## src/rtl/wbag_pkg.sv

```systemverilog
package wbag_pkg;

  typedef enum logic [1:0] {
    BURST_FIXED = 2'b00,
    BURST_INCR  = 2'b01,
    BURST_WRAP  = 2'b10,
    BURST_RSVD  = 2'b11
  } burst_e;

  // Cause bits; bit order is visible on err_code.
  typedef struct packed {
    logic wrap_bad;
    logic burst_bad;
    logic size_bad;
  } desc_err_t;

  // Bytes carried by one beat for a log2 size code.
  function automatic logic [7:0] beat_bytes(input logic [2:0] size);
    return 8'd1 << size;
  endfunction

  // Wrapping bursts allow 2, 4, 8 or 16 beats (length code = beats - 1).
  function automatic logic wrap_len_ok(input logic [7:0] len);
    return (len == 8'd1) || (len == 8'd3) || (len == 8'd7) || (len == 8'd15);
  endfunction

endpackage

```

## src/rtl/wbag_check.sv

```systemverilog
module wbag_check
  import wbag_pkg::*;
#(
  parameter int ADDR_W     = 32,
  parameter int DATA_BYTES = 8
) (
  input  logic [ADDR_W-1:0] addr,
  input  logic [7:0]        len,
  input  logic [2:0]        size,
  input  logic [1:0]        burst,
  output desc_err_t         err
);

  localparam logic [2:0] BUS_LG = 3'($clog2(DATA_BYTES));

  logic [ADDR_W-1:0] width_mask;
  logic              misaligned;
  logic              is_wrap;

  always_comb begin
    width_mask = ADDR_W'(beat_bytes(size)) - ADDR_W'(1);
    misaligned = |(addr & width_mask);
    is_wrap    = (burst == BURST_WRAP);
    err.size_bad  = (size > BUS_LG);
    err.burst_bad = (burst == BURST_RSVD);
    err.wrap_bad  = is_wrap && (!wrap_len_ok(len) || misaligned);
  end

endmodule

```

## src/rtl/wbag_step.sv

```systemverilog
module wbag_step
  import wbag_pkg::*;
#(
  parameter int ADDR_W = 32
) (
  input  logic [ADDR_W-1:0] cur_addr,
  input  logic [7:0]        len,
  input  logic [2:0]        size,
  input  logic [1:0]        burst,
  output logic [ADDR_W-1:0] nxt_addr
);

  // Round down to the beat width, then move one beat forward.
  function automatic logic [ADDR_W-1:0] incr_next(input logic [ADDR_W-1:0] a,
                                                  input logic [ADDR_W-1:0] w);
    return (a & ~(w - ADDR_W'(1))) + w;
  endfunction

  // Move one beat forward, keeping the window bits of the old address.
  function automatic logic [ADDR_W-1:0] wrap_next(input logic [ADDR_W-1:0] a,
                                                  input logic [ADDR_W-1:0] w,
                                                  input logic [ADDR_W-1:0] win);
    logic [ADDR_W-1:0] m;
    m = win - ADDR_W'(1);
    return (a & ~m) | ((a + w) & m);
  endfunction

  logic [ADDR_W-1:0] width_w;
  logic [ADDR_W-1:0] window_w;

  always_comb begin
    width_w  = ADDR_W'(beat_bytes(size));
    window_w = width_w * ADDR_W'({1'b0, len} + 9'd1);
    case (burst)
      BURST_INCR: nxt_addr = incr_next(cur_addr, width_w);
      BURST_WRAP: nxt_addr = wrap_next(cur_addr, width_w, window_w);
      default:    nxt_addr = cur_addr;
    endcase
  end

endmodule

```

## src/rtl/wbag_seq.sv

```systemverilog
module wbag_seq
  import wbag_pkg::*;
#(
  parameter int ADDR_W = 32,
  parameter int ID_W   = 4,
  parameter int ATTR_W = 20
) (
  input  logic              clk,
  input  logic              rst_n,
  input  logic              acc,
  input  logic              legal,
  input  desc_err_t         err_in,
  input  logic [ADDR_W-1:0] d_addr,
  input  logic [7:0]        d_len,
  input  logic [2:0]        d_size,
  input  logic [1:0]        d_burst,
  input  logic [ID_W-1:0]   d_id,
  input  logic [ATTR_W-1:0] d_attr,
  input  logic [ADDR_W-1:0] nxt_addr,
  input  logic              beat_ready,
  output logic              busy,
  output logic [ADDR_W-1:0] cur_addr,
  output logic [7:0]        len_q,
  output logic [2:0]        size_q,
  output logic [1:0]        burst_q,
  output logic              beat_last,
  output logic [ID_W-1:0]   id_q,
  output logic [ATTR_W-1:0] attr_q,
  output logic              err_pulse,
  output logic [2:0]        err_q
);

  logic [7:0] beat_cnt;
  logic       beat_fire;
  logic       burst_done;

  assign beat_last  = busy && (beat_cnt == len_q);
  assign beat_fire  = busy && beat_ready;
  assign burst_done = beat_fire && beat_last;

  always_ff @(posedge clk or negedge rst_n) begin
    if (!rst_n) begin
      busy      <= 1'b0;
      cur_addr  <= '0;
      beat_cnt  <= '0;
      len_q     <= '0;
      size_q    <= '0;
      burst_q   <= '0;
      id_q      <= '0;
      attr_q    <= '0;
      err_pulse <= 1'b0;
      err_q     <= '0;
    end else begin
      err_pulse <= acc && !legal;
      if (acc) err_q <= err_in;
      if (acc && legal) begin
        busy     <= 1'b1;
        cur_addr <= d_addr;
        beat_cnt <= '0;
        len_q    <= d_len;
        size_q   <= d_size;
        burst_q  <= d_burst;
        id_q     <= d_id;
        attr_q   <= d_attr;
      end else if (beat_fire) begin
        if (burst_done) begin
          busy <= 1'b0;
        end else begin
          cur_addr <= nxt_addr;
          beat_cnt <= beat_cnt + 8'd1;
        end
      end
    end
  end

  // a stalled beat holds its address and last flag
  a_r7_stall_hold: assert property (@(posedge clk) disable iff (!rst_n)
    busy && !beat_ready |=> busy && $stable(cur_addr) && $stable(beat_last));

  // the last flag does not repeat after the final transfer
  a_r7_last_once: assert property (@(posedge clk) disable iff (!rst_n)
    burst_done |=> !beat_last);

  // fixed bursts repeat the address
  a_r4_fixed_repeat: assert property (@(posedge clk) disable iff (!rst_n)
    beat_fire && !beat_last && burst_q == BURST_FIXED |=> cur_addr == $past(cur_addr));

  // tag and attributes do not move inside a burst
  a_r8_side_stable: assert property (@(posedge clk) disable iff (!rst_n)
    beat_fire && !beat_last |=> $stable(id_q) && $stable(attr_q));

endmodule

```

## src/rtl/wburst_addr_gen.sv

```systemverilog
module wburst_addr_gen
  import wbag_pkg::*;
#(
  parameter int ADDR_W     = 32,
  parameter int DATA_BYTES = 8,
  parameter int ID_W       = 4,
  parameter int USER_W     = 4,
  localparam int ATTR_W    = 16 + USER_W
) (
  input  logic              clk,
  input  logic              rst_n,
  input  logic              req_valid,
  output logic              req_ready,
  input  logic [ADDR_W-1:0] req_addr,
  input  logic [7:0]        req_len,
  input  logic [2:0]        req_size,
  input  logic [1:0]        req_burst,
  input  logic [ID_W-1:0]   req_id,
  input  logic [ATTR_W-1:0] req_attr,
  output logic              beat_valid,
  input  logic              beat_ready,
  output logic [ADDR_W-1:0] beat_addr,
  output logic              beat_last,
  output logic [ID_W-1:0]   beat_id,
  output logic [ATTR_W-1:0] beat_attr,
  output logic              err_pulse,
  output logic [2:0]        err_code
);

  desc_err_t         chk_err;
  logic              desc_legal;
  logic              req_fire;
  logic              busy;
  logic [ADDR_W-1:0] cur_addr;
  logic [ADDR_W-1:0] nxt_addr;
  logic [7:0]        len_q;
  logic [2:0]        size_q;
  logic [1:0]        burst_q;

  assign desc_legal = ~|chk_err;
  assign req_ready  = ~busy;
  assign req_fire   = req_valid && req_ready;
  assign beat_valid = busy;
  assign beat_addr  = cur_addr;

  wbag_check #(.ADDR_W(ADDR_W), .DATA_BYTES(DATA_BYTES)) u_check (
    .addr  (req_addr),
    .len   (req_len),
    .size  (req_size),
    .burst (req_burst),
    .err   (chk_err)
  );

  wbag_step #(.ADDR_W(ADDR_W)) u_step (
    .cur_addr (cur_addr),
    .len      (len_q),
    .size     (size_q),
    .burst    (burst_q),
    .nxt_addr (nxt_addr)
  );

  wbag_seq #(.ADDR_W(ADDR_W), .ID_W(ID_W), .ATTR_W(ATTR_W)) u_seq (
    .clk        (clk),
    .rst_n      (rst_n),
    .acc        (req_fire),
    .legal      (desc_legal),
    .err_in     (chk_err),
    .d_addr     (req_addr),
    .d_len      (req_len),
    .d_size     (req_size),
    .d_burst    (req_burst),
    .d_id       (req_id),
    .d_attr     (req_attr),
    .nxt_addr   (nxt_addr),
    .beat_ready (beat_ready),
    .busy       (busy),
    .cur_addr   (cur_addr),
    .len_q      (len_q),
    .size_q     (size_q),
    .burst_q    (burst_q),
    .beat_last  (beat_last),
    .id_q       (beat_id),
    .attr_q     (beat_attr),
    .err_pulse  (err_pulse),
    .err_q      (err_code)
  );

  // first beat appears next cycle at the start address
  a_r3_first_beat: assert property (@(posedge clk) disable iff (!rst_n)
    req_fire && desc_legal |=> beat_valid && beat_addr == $past(req_addr));

  // a rejected descriptor pulses the flag and starts nothing
  a_r12_err_no_beat: assert property (@(posedge clk) disable iff (!rst_n)
    req_fire && !desc_legal |=> err_pulse && !beat_valid && req_ready);

  // the flag lasts a single cycle
  a_r12_err_single: assert property (@(posedge clk) disable iff (!rst_n)
    err_pulse |=> !err_pulse || $past(req_fire));

  // intake reopens after the final beat
  a_r2_reopen: assert property (@(posedge clk) disable iff (!rst_n)
    beat_valid && beat_ready && beat_last |=> req_ready && !beat_valid);

endmodule

```

## config.mk

```make
export PLATFORM = sky130hd
export DESIGN_NAME = wburst_addr_gen
export DESIGN_NICKNAME = d
export VERILOG_FILES = /design/src/rtl/wbag_pkg.sv /design/src/rtl/wbag_check.sv /design/src/rtl/wbag_step.sv /design/src/rtl/wbag_seq.sv /design/src/rtl/wburst_addr_gen.sv
export SDC_FILE = /design/constraint.sdc
export NUM_CORES = 1
export LEC_CHECK = 0
export BUFFER_PORTS_ARGS = -buffer_cell sky130_fd_sc_hd__buf_2
export CAP_MARGIN = 5
export CORE_MARGIN = 2
export CORE_UTILIZATION = 30
export CTS_CLUSTER_DIAMETER = 120
export CTS_CLUSTER_SIZE = 10
export DETAILED_ROUTE_END_ITERATION = 8
export GPL_TIMING_DRIVEN = 0
export PLACE_DENSITY = 0.5
export SYNTH_ARGS = -nofsm -noshare
export SYNTH_HDL_FRONTEND = slang
export SYNTH_HIERARCHICAL = 1
export SYNTH_SLANG_ARGS = --single-unit
```

## constraint.sdc

```tcl
create_clock -name clk -period 10.22 [get_ports clk]
set_clock_uncertainty 0.1 [all_clocks]
set_input_delay 1.022 -clock clk [delete_from_list [all_inputs] [get_ports clk]]
set_output_delay 1.022 -clock clk [all_outputs]
set_load 0.005 [all_outputs]
```

Yosys cells after proc, flatten, opt, wreduce, memory -nomap -nowiden
Cells that the tools add are included.
Widths: inputs -> output; s select.
{"block": "classes", "n_addsub": 7, "mul": 1, "n_lt_le_gt_ge": 1, "eq_ne": 10, "shift": 2, "mux": 10, "n_bitwise": 8, "n_reduce_logical": 21}
{"cell": "$and 32x32->32", "count": 4}
{"cell": "$mux 32", "count": 3}
{"cell": "$add 32x8->32", "count": 2}
{"cell": "$not 32->32", "count": 2}
{"cell": "$pmux 32 s2", "count": 1}
{"cell": "$mul 8x32->32", "count": 1}
{"cell": "$or 32x32->32", "count": 1}
{"cell": "$reduce_or 32->1", "count": 1}
{"cell": "$sub 32x1->32 const B", "count": 1}
{"cell": "$mux 8", "count": 3}
{"cell": "$sub 8x1->9 const B", "count": 2}
{"cell": "$shl 1x3->8 const A", "count": 2}
{"cell": "$add 8x1->9 const B", "count": 1}
{"cell": "$add 8x1->8 const B", "count": 1}
{"cell": "$eq 8x1->1 const B", "count": 1}
{"cell": "$eq 8x2->1 const B", "count": 1}
{"cell": "$eq 8x3->1 const B", "count": 1}
{"cell": "$eq 8x4->1 const B", "count": 1}
{"cell": "$eq 8x8->1", "count": 1}
{"cell": "$logic_and 1x1->1", "count": 7}
{"cell": "$eq 2x2->1 const B", "count": 3}
{"cell": "$logic_or 1x1->1", "count": 4}
{"cell": "$reduce_and 2->1", "count": 2}
{"cell": "$reduce_bool 2->1", "count": 2}
{"cell": "9 further kinds", "count": 12}
{"block": "totals", "ff_bits": 82, "inputBits": 73, "output_inout_bits": 63, "elab_cells": 70}

Depth between registers and ports, before layout
Gate-level depths: netlist of run 1.
{"block": "depth", "ltp_word": 12, "depth_mapped": 25, "mapped_depth_nobuf": 22}

By module
Netlist of run 1, hierarchy kept.
{"module": "wbag_step", "n_inst": 1, "cells_each": 797, "area_each_um2": 5579.1, "seq_area_each_um2": 0.0}
{"module": "wbag_seq", "n_inst": 1, "cells_each": 363, "area_each_um2": 3563.4, "seq_area_each_um2": 2052.0}
{"module": "wbag_check", "n_inst": 1, "cells_each": 40, "area_each_um2": 270.3, "seq_area_each_um2": 0.0}
{"module": "wburst_addr_gen", "n_inst": 1, "cells_each": 3, "area_each_um2": 20.0, "seq_area_each_um2": 0.0}

Worst setup path before layout of run 1
No wires, ideal clock.
{"block": "synth_path", "kind": "register to register", "start": "register u_seq.size_q[0]", "end": "register u_seq.cur_addr[31]", "setup_time_ps": 137, "arrival_time_ps": 5898, "required_ps": 9983, "setup_slack_ps": 4085, "path_stages_with_launch": 24, "path_buffers": 2, "synth_period_minus_slack_ps": 6135, "cell_sequence": "dfrtp_1 -> buf_2 -> clkbuf_1 -> inv_1 -> or3_1 -> inv_1 -> nand2_1 -> fa_1 -> fa_1 -> inv_1 -> fa_1 -> inv_1 -> fa_1 -> inv_1 -> ha_1 -> or2_0 -> a21oi_1 -> a2111o_1 -> and3_4 -> nor2_2 -> o311a_1 -> or3_1 -> mux2i_1 -> a21oi_1"}
{"block": "synth_via", "elab_chain_len": 10, "elab_cells_between_ends": 16, "cone_classes": "add/sub: 4; mul: 1; shift: 1; mux: 4; bitwise: 6"}
{"element": "start, declared", "line": "wbag_seq.sv:24", "rtl": "output logic [2:0] size_q,"}
{"element": "start signal, assigned", "line": "wbag_seq.sv:61", "rtl": "size_q <= d_size;"}
{"element": "$shl 1x3->8 (*)", "line": "wbag_pkg.sv:19", "rtl": "return 8'd1 << size;"}
{"element": "$mul 8x32->32", "line": "wbag_step.sv:33", "rtl": "window_w = width_w * ADDR_W'({1'b0, len} + 9'd1);"}
{"element": "$sub 32x1->32", "line": "wbag_step.sv:24", "rtl": "m = win - ADDR_W'(1);"}
{"element": "$not 32->32", "line": "wbag_step.sv:25", "rtl": "return (a & ~m) | ((a + w) & m);"}
{"element": "$and 32x32->32", "line": "wbag_step.sv:25"}
{"element": "$or 32x32->32", "line": "wbag_step.sv:25"}
{"element": "$pmux 32 s2 (*)", "line": "wbag_step.sv:34", "rtl": "case (burst)"}
{"element": "via nxt_addr[31]", "line": "wburst_addr_gen.sv:35", "rtl": "logic [ADDR_W-1:0] nxt_addr;"}
{"element": "$mux 32 (*)", "line": "wbag_seq.sv:66", "rtl": "if (burst_done) begin"}
{"element": "$mux 32 (*)", "line": "wbag_seq.sv:65", "rtl": "end else if (beat_fire) begin"}
{"element": "$mux 32 (*)", "line": "wbag_seq.sv:56", "rtl": "if (acc && legal) begin"}
{"element": "end signal, assigned", "line": "wbag_seq.sv:58", "rtl": "cur_addr <= d_addr;"}
{"element": "end signal, assigned", "line": "wbag_seq.sv:69", "rtl": "cur_addr <= nxt_addr;"}
{"element": "end, declared", "line": "wbag_seq.sv:22", "rtl": "output logic [ADDR_W-1:0] cur_addr,"}
Mark *: on every way through the listed nets, which the timed path passes. The rest lies on a longest branch. The select of a mux whose other input is x is not followed.
A chain may end at the register's enable or synchronous reset.

Worst setup path in the final report of run 1
{"block": "layout_path", "start": "register u_seq.len_q[0]", "end": "register u_seq.cur_addr[16]"}
{"block": "layout_via", "elab_chain_len": 10, "elab_cells_between_ends": 16, "cone_classes": "add/sub: 2; mul: 1; eq/ne: 2; mux: 4; bitwise: 4; reduce/logical: 3"}
{"element": "start, declared", "line": "wbag_seq.sv:23", "rtl": "output logic [7:0] len_q,"}
{"element": "start signal, assigned", "line": "wbag_seq.sv:60", "rtl": "len_q <= d_len;"}
{"element": "$add 8x1->9 (*)", "line": "wbag_step.sv:33"}
{"element": "$mul 8x32->32 (*)", "line": "wbag_step.sv:33"}
{"element": "$sub 32x1->32 (*)", "line": "wbag_step.sv:24"}
{"element": "$not 32->32", "line": "wbag_step.sv:25"}
{"element": "$and 32x32->32", "line": "wbag_step.sv:25"}
{"element": "$or 32x32->32 (*)", "line": "wbag_step.sv:25"}
{"element": "$pmux 32 s2 (*)", "line": "wbag_step.sv:34"}
{"element": "via nxt_addr[16]", "line": "wburst_addr_gen.sv:35"}
{"element": "$mux 32 (*)", "line": "wbag_seq.sv:66"}
{"element": "$mux 32 (*)", "line": "wbag_seq.sv:65"}
{"element": "$mux 32 (*)", "line": "wbag_seq.sv:56"}
Marks and branches as above.

==> out/results.tsv, run 1 <==
metric	value	unit
die_h	181	µm
finalMaxSlewViolations	0	
maxCapViolCount	0	
grt_overflow	0	
grt_max_degree	66	
outcome	finished clean	
final_cell_mix	nand2_1 (210), buf_2 (140), inv_1 (116)	
syn_inst	1203	
slowest_delay	0.86	ns
synth_edf_count	0	
dpl.hpwl	26000	µm
worst_slew_pin_slew	1.21	ns
core	30700	µm²
rsz0062_at_grt	no	
cp_max_fo	10	
cts_buffer_depth	2	
cts_tree	yes	
yosysWarnings	6	
initial_utilization	30.7	%
synth-async-reset-ratio	100	%
ios	136	
firstDrtPassIters	6	
clkSinkCount	82	
rows	64	
root_buffer	clkbuf_16	
num_vias	9360	
syn2layout_area_growth	16.2	%
post_cts_buffers	0	
routed_via_density	5.35	
end_kind	flip-flop	
ys.flop_type	dfrtp_1	
cp-start-kind	flip-flop	
synth_area	9430	µm²
crit_chain	clkbuf_1 -> and3_1 -> nand3_1 -> xnor2_1 -> nand2_1 -> fa_1 -> inv_1 -> fa_1 -> fa_1 -> inv_1 -> fa_1 -> inv_1 -> ha_1 -> or2_0 -> a21oi_1 -> a21oi_1 -> a221oi_1 -> or3_1 -> nand3_1 -> o311ai_0 -> mux2i_1 -> a21oi_1	
clkTransAtPathRegs	0.07	ns
numCtsBuffers	9	
cts-htree-levels	3	
drc_errors	0	
wirelength	32700	µm
min_path_type	reg -> reg	
path_common_cell	fa_1	
portBuffers	135	
track_usage	20.2	%
layout_commonest_cell	nand2_1	
timing.setup.tns	0	ns
critical-path-slowest-cell	xnor2_1	
syn_nets	1384	
avgSynthCellArea	7.84	µm²
antenna_found_initial	2	
setup_viol	0	
grt_pass1_vias	9463	
final.period_utilization	75.0	%
clkLatencyLatePin	0.35	ns
place_congestion	0.929	
cts_resized	0	
finalHoldViolCount	0	
wl_per_cell	18.7	µm
ys_ff_latch	82	
worstPathRequired	10.39	ns
cp.arrival	7.84	ns
max_freq	0.130	GHz
fin_crit	7.66	ns
crit_type	reg -> reg	
grt_pass1_wl	52400	µm
drive_gt1_share	14.9	%
die_w	181	µm
diodes	0	
num-fill-cells	3307	
yosysUniqueCellTypes	92	
ant_nets	0	
synth_seq_area_share	21.8	%
die-area	32900	µm²
drtIter0Drc	691	
nets	1531	
max-slew-margin-rel	19.0	%
postCtsHoldBufs	0	
## layer usage
metal | vias to the layer above | track usage [%] | wire length (µm)
met3 | 43 | 5.00 | 2460
met1 | 4484 | 26.8 | 14700
met2 | 343 | 32.5 | 14900
li1 | 4486 | - | -
met5 | - | 0 | 27
met4 | 4 | 5.72 | 666
## worst max-delay path, delay by kind of cell, from the launching register on
kind / cells / cell delay (ns)
multiplexers: 1 / 0.18
buffers and inverters: 4 / 0.55
adder cells (fa/ha/maj): 5 / 2.47
AND/OR/NAND/NOR: 6 / 1.06
XOR/XNOR: 1 / 0.86
AO/OA/AOI/OAI: 5 / 1.91
flip-flops: 1 / 0.43
## stage by stage
step           setup WS [ns]  util [%]  cell area [µm²]  hold WS [ns]  cells
3_5_place_dp            2.69      34.6            10600         0.356   1735
4_1_cts                 2.65      35.7            11000         0.378   1751
2_1_floorplan           4.08         -             9430         0.340   1203
5_1_grt                 2.03      35.7            11000         0.399   1751
6_report                2.56      35.7            11000         0.378   1751
3_3_place_gp            2.67      34.5            10600         0.353   1734
## synth_stat cells (5+ instances only)
cell	instances	area, µm²
nand4_1	19	119
buf_2	6	30.0
fa_1	48	961
o31ai_1	6	45.0
dfrtp_1	82	2050
a32oi_1	9	78.8
nand3_1	36	180
xor2_1	10	87.6
and2_1	24	150
a21o_1	12	90.1
a221oi_1	6	52.6
inv_1	116	435
ha_1	60	751
o21a_1	6	45.0
nor2_1	107	402
a21oi_1	70	350
nor3_1	18	90.1
o311ai_0	7	61.3
mux2i_1	42	420
a31oi_1	11	68.8
nand2b_1	11	68.8
o22ai_1	9	56.3
o211ai_1	9	67.6
nor2b_1	9	56.3
o21ai_0	43	215
mux2_2	5	56.3
xnor2_1	22	193
o221ai_1	5	43.8
and3_1	10	62.6
or3_1	17	106
clkbuf_1	34	128
nor4_1	14	87.6
a211oi_1	12	90.1
nand2_1	210	788
## cells by family after synthesis
family / after synthesis / share of synthesized area (%)
and+or+nand+nor: 507 / 25.4
xor gates and xnor gates: 32 / 2.97
AOI/OAI and AO/OA: 251 / 18.4
muxes: 47 / 5.05
DFF: 82 / 21.8
adders and majority gates: 108 / 18.1
buffers and inverters: 176 / 8.20
## flip-flops by register name, summed over array words and instances (netlist names)
name / cells
u_seq/busy: 1
u_seq/attr_q: 20
u_seq/burst_q: 2
u_seq/size_q: 3
u_seq/cur_addr: 32
u_seq/err_pulse: 1
u_seq/len_q: 8
u_seq/id_q: 4
u_seq/beat_cnt: 8
u_seq/err_q: 3
## path summary, 6_finish.rpt
kind | start | endpoint | slack (ns) | cells after the start
min in group asynchronous | rst_n | u_seq/attr_q[14]$_DFFE_PN0P_ | 0.45 | 1
worst min register to register | u_seq/attr_q[9]$_DFFE_PN0P_ | u_seq/attr_q[9]$_DFFE_PN0P_ | 0.38 | 2
worst min-delay path | u_seq/attr_q[9]$_DFFE_PN0P_ | u_seq/attr_q[9]$_DFFE_PN0P_ | 0.38 | 2
worst max-delay path | u_seq/len_q[0]$_DFFE_PN0P_ | u_seq/cur_addr[16]$_DFFE_PN0P_ | 2.56 | 22
worst max register to register | u_seq/len_q[0]$_DFFE_PN0P_ | u_seq/cur_addr[16]$_DFFE_PN0P_ | 2.56 | 22
max in group asynchronous | rst_n | u_seq/cur_addr[5]$_DFFE_PN0P_ | 8.98 | 2
## area by class of cell
cell class / instances / area, µm² / share of cell area (%)
buffer: 56 / 322 / 2.93
clock buffer: 11 / 243 / 2.21
clock inverter: 5 / 86.3 / 0.787
inverter: 120 / 452 / 4.12
multi-input combinational: 945 / 6610 / 60.3
sequential: 82 / 2050 / 18.7
tap: 396 / 495 / 4.52
timing repair buffer: 136 / 706 / 6.44
Power of run 1 is not shown: default switching activity piles up to over one toggle a cycle in this logic, so the estimate is an artifact.
==> run 2, diff against run 1 <==
Clock period 10.22 ns to 7.8 ns, I/O delays scaled along.
==> run 2 against run 1 <==
Net effect:
- utilization up 0.057 points
- sequential share of layout area about the same
- sequential cell count stayed put
- critical path depth rose by 2
- die area unchanged
- global-route usage unchanged
- wire length shrank 0.12%
- register-to-register slack got worse by 2.1 ns
- first-iteration DRC count up 6.7%
- via count about the same
- non-clock buffer count stayed put
- largest cell class unchanged
- highest routed layer unchanged
==> out/results.tsv, run 2 (synthesized netlist as in run 1, its figures left out) <==
metric	value	unit	change
outcome	finished clean		unchanged
root_buffer	clkbuf_16		unchanged
syn2layout_area_growth	16.4	%	was 16.2%
die_h	181	µm	unchanged
crit_type	reg -> reg		unchanged
clkTransAtPathRegs	0.06	ns	was 0.07 ns
grt_max_degree	66		unchanged
clkLatencyLatePin	0.35	ns	about the same
rsz0062_at_grt	no		unchanged
num_vias	9356		was 9,360
grt_overflow	0		unchanged
die-area	32900	µm²	unchanged
cts_tree	yes		unchanged
min_path_type	in -> async		was reg -> reg
largest_reg_flops	32		unchanged
post_cts_buffers	0		unchanged
clkSinkCount	82		unchanged
end_kind	flip-flop		unchanged
final.period_utilization	93.7	%	was 75.0%
initial_utilization	30.7	%	unchanged
place_ws	0.269	ns	was 2.69 ns
worst_slew_pin_slew	0.913	ns	was 1.21 ns
wl_per_cell	18.6	µm	was 18.7 µm
drc_errors	0		unchanged
layout_commonest_cell	nand2_1		unchanged
place_congestion	0.929		unchanged
diodes	0		unchanged
dpl.hpwl	26000	µm	unchanged
rows	64		unchanged
worstPathRequired	7.97	ns	was 10.39 ns
drtIter0Drc	737		was 691
portBuffers	135		unchanged
finalMaxSlewViolations	0		unchanged
cp_max_fo	10		unchanged
ios	136		unchanged
drive_gt1_share	15.1	%	was 14.9%
cp.arrival	7.48	ns	was 7.84 ns
grt_pass1_wl	52400	µm	unchanged
routed_via_density	5.34		was 5.35
wirelength	32600	µm	was 32,700 µm
track_usage	20.2	%	unchanged
reg_top3	u_seq/cur_addr x32, u_seq/attr_q x20		unchanged
fin_crit	7.31	ns	was 7.66 ns
max-slew-margin-rel	38.7	%	was 19.0%
grt_pass1_vias	9463		unchanged
cts_buffer_depth	2		unchanged
cts-htree-levels	3		unchanged
core	30700	µm²	unchanged
firstDrtPassIters	5		was 6
ant_nets	0		unchanged
timing.setup.tns	0	ns	unchanged
die_w	181	µm	unchanged
setup_slack	0.495	ns	was 2.56 ns
numCtsBuffers	9		unchanged
nets	1531		unchanged
setup_viol	0		unchanged
regMostFlops	u_seq/cur_addr		unchanged
final_cell_mix	nand2_1 (210), buf_2 (140), inv_1 (116)		unchanged
finalHoldViolCount	0		unchanged
max_freq	0.137	GHz	was 0.130 GHz
maxCapViolCount	0		unchanged
cp-start-kind	flip-flop		unchanged
antenna_found_initial	2		unchanged
## run 2: cell count changes in the layout (fill, tap and decap cells not counted)
| cell | before | now |
|---|---|---|
| nor3_1 | 18 | 16 |
| nor3_2 | 1 | 3 |
| o311ai_0 | 7 | 6 |
| o311ai_1 | 0 | 1 |
| xnor2_1 | 22 | 21 |
| xnor2_2 | 0 | 1 |
## run 2: worst max-delay path, stage by stage, from the launching register on
cell,delay [ns]
dfrtp_1,0.35
buf_2,0.20
clkbuf_1,0.44
inv_1,0.19
or3_1,0.41
inv_1,0.28
nand2_1,0.14
fa_1,0.52
fa_1,0.49
inv_1,0.05
fa_1,0.54
inv_1,0.07
fa_1,0.54
inv_1,0.05
ha_1,0.42
or2_0,0.18
a21oi_1,0.16
a2111o_1,0.47
and3b_1,0.23
buf_6,0.14
nor2_1,0.23
a32oi_1,0.15
o31ai_1,0.52
mux2i_1,0.17
a21oi_1,0.17
## run 2: per-stage QoR
| stage | instances | hold WS [ns] | area (µm²) | util (%) |
|---|---|---|---|---|
| 2_1_floorplan | 1203 | 0.340 | 9430 | - |
| 3_3_place_gp | 1734 | 0.353 | 10600 | 34.5 |
| 3_5_place_dp | 1735 | 0.356 | 10600 | 34.6 |
| 4_1_cts | 1751 | 0.201 | 11000 | 35.7 |
| 5_1_grt | 1751 | 0.211 | 11000 | 35.7 |
| 6_report | 1751 | 0.204 | 11000 | 35.7 |
## run 2: per-layer routing
| layer | global-route usage [%] | up-vias | part of all wire [%] |
|---|---|---|---|
| met4 | 5.72 | 4 | 1.9 |
| met5 | 0 | - | 0.083 |
| li1 | - | 4495 | - |
| met1 | 26.8 | 4489 | 45 |
| met2 | 32.5 | 329 | 46 |
| met3 | 5.00 | 39 | 7.2 |
## run 2: cell type report
class | count | area [µm²]
Buffer | 56 | 322
Clock buffer | 11 | 243
Clock inverter | 5 | 86.3
Fill cell | 3305 | 19800
Inverter | 120 | 452
Multi-Input combinational cell | 945 | 6630
Sequential cell | 82 | 2050
Tap cell | 396 | 495
Timing Repair Buffer | 136 | 706
## run 2: timing repair
| action | CTS | global route |
|---|---|---|
| hold buffers | 0 | 0 |
| endpoints found under the setup margin | 0 | 3 |
| gates resized for setup | 0 | 4 |
## run 2: worst paths after layout
path	cells past startpoint	slack, ns	end	start
setup / recovery	24	0.49	u_seq/cur_addr[18]$_DFFE_PN0P_	u_seq/size_q[0]$_DFFE_PN0P_
hold / removal	1	0.20	u_seq/attr_q[14]$_DFFE_PN0P_	rst_n
setup reg to reg	24	0.49	u_seq/cur_addr[18]$_DFFE_PN0P_	u_seq/size_q[0]$_DFFE_PN0P_
hold reg to reg	2	0.38	u_seq/attr_q[9]$_DFFE_PN0P_	u_seq/attr_q[9]$_DFFE_PN0P_
max in group asynchronous	2	6.80	u_seq/cur_addr[5]$_DFFE_PN0P_	rst_n
min in group clk	2	0.38	u_seq/attr_q[9]$_DFFE_PN0P_	u_seq/attr_q[9]$_DFFE_PN0P_
Power of run 2 is left out for the same reason.
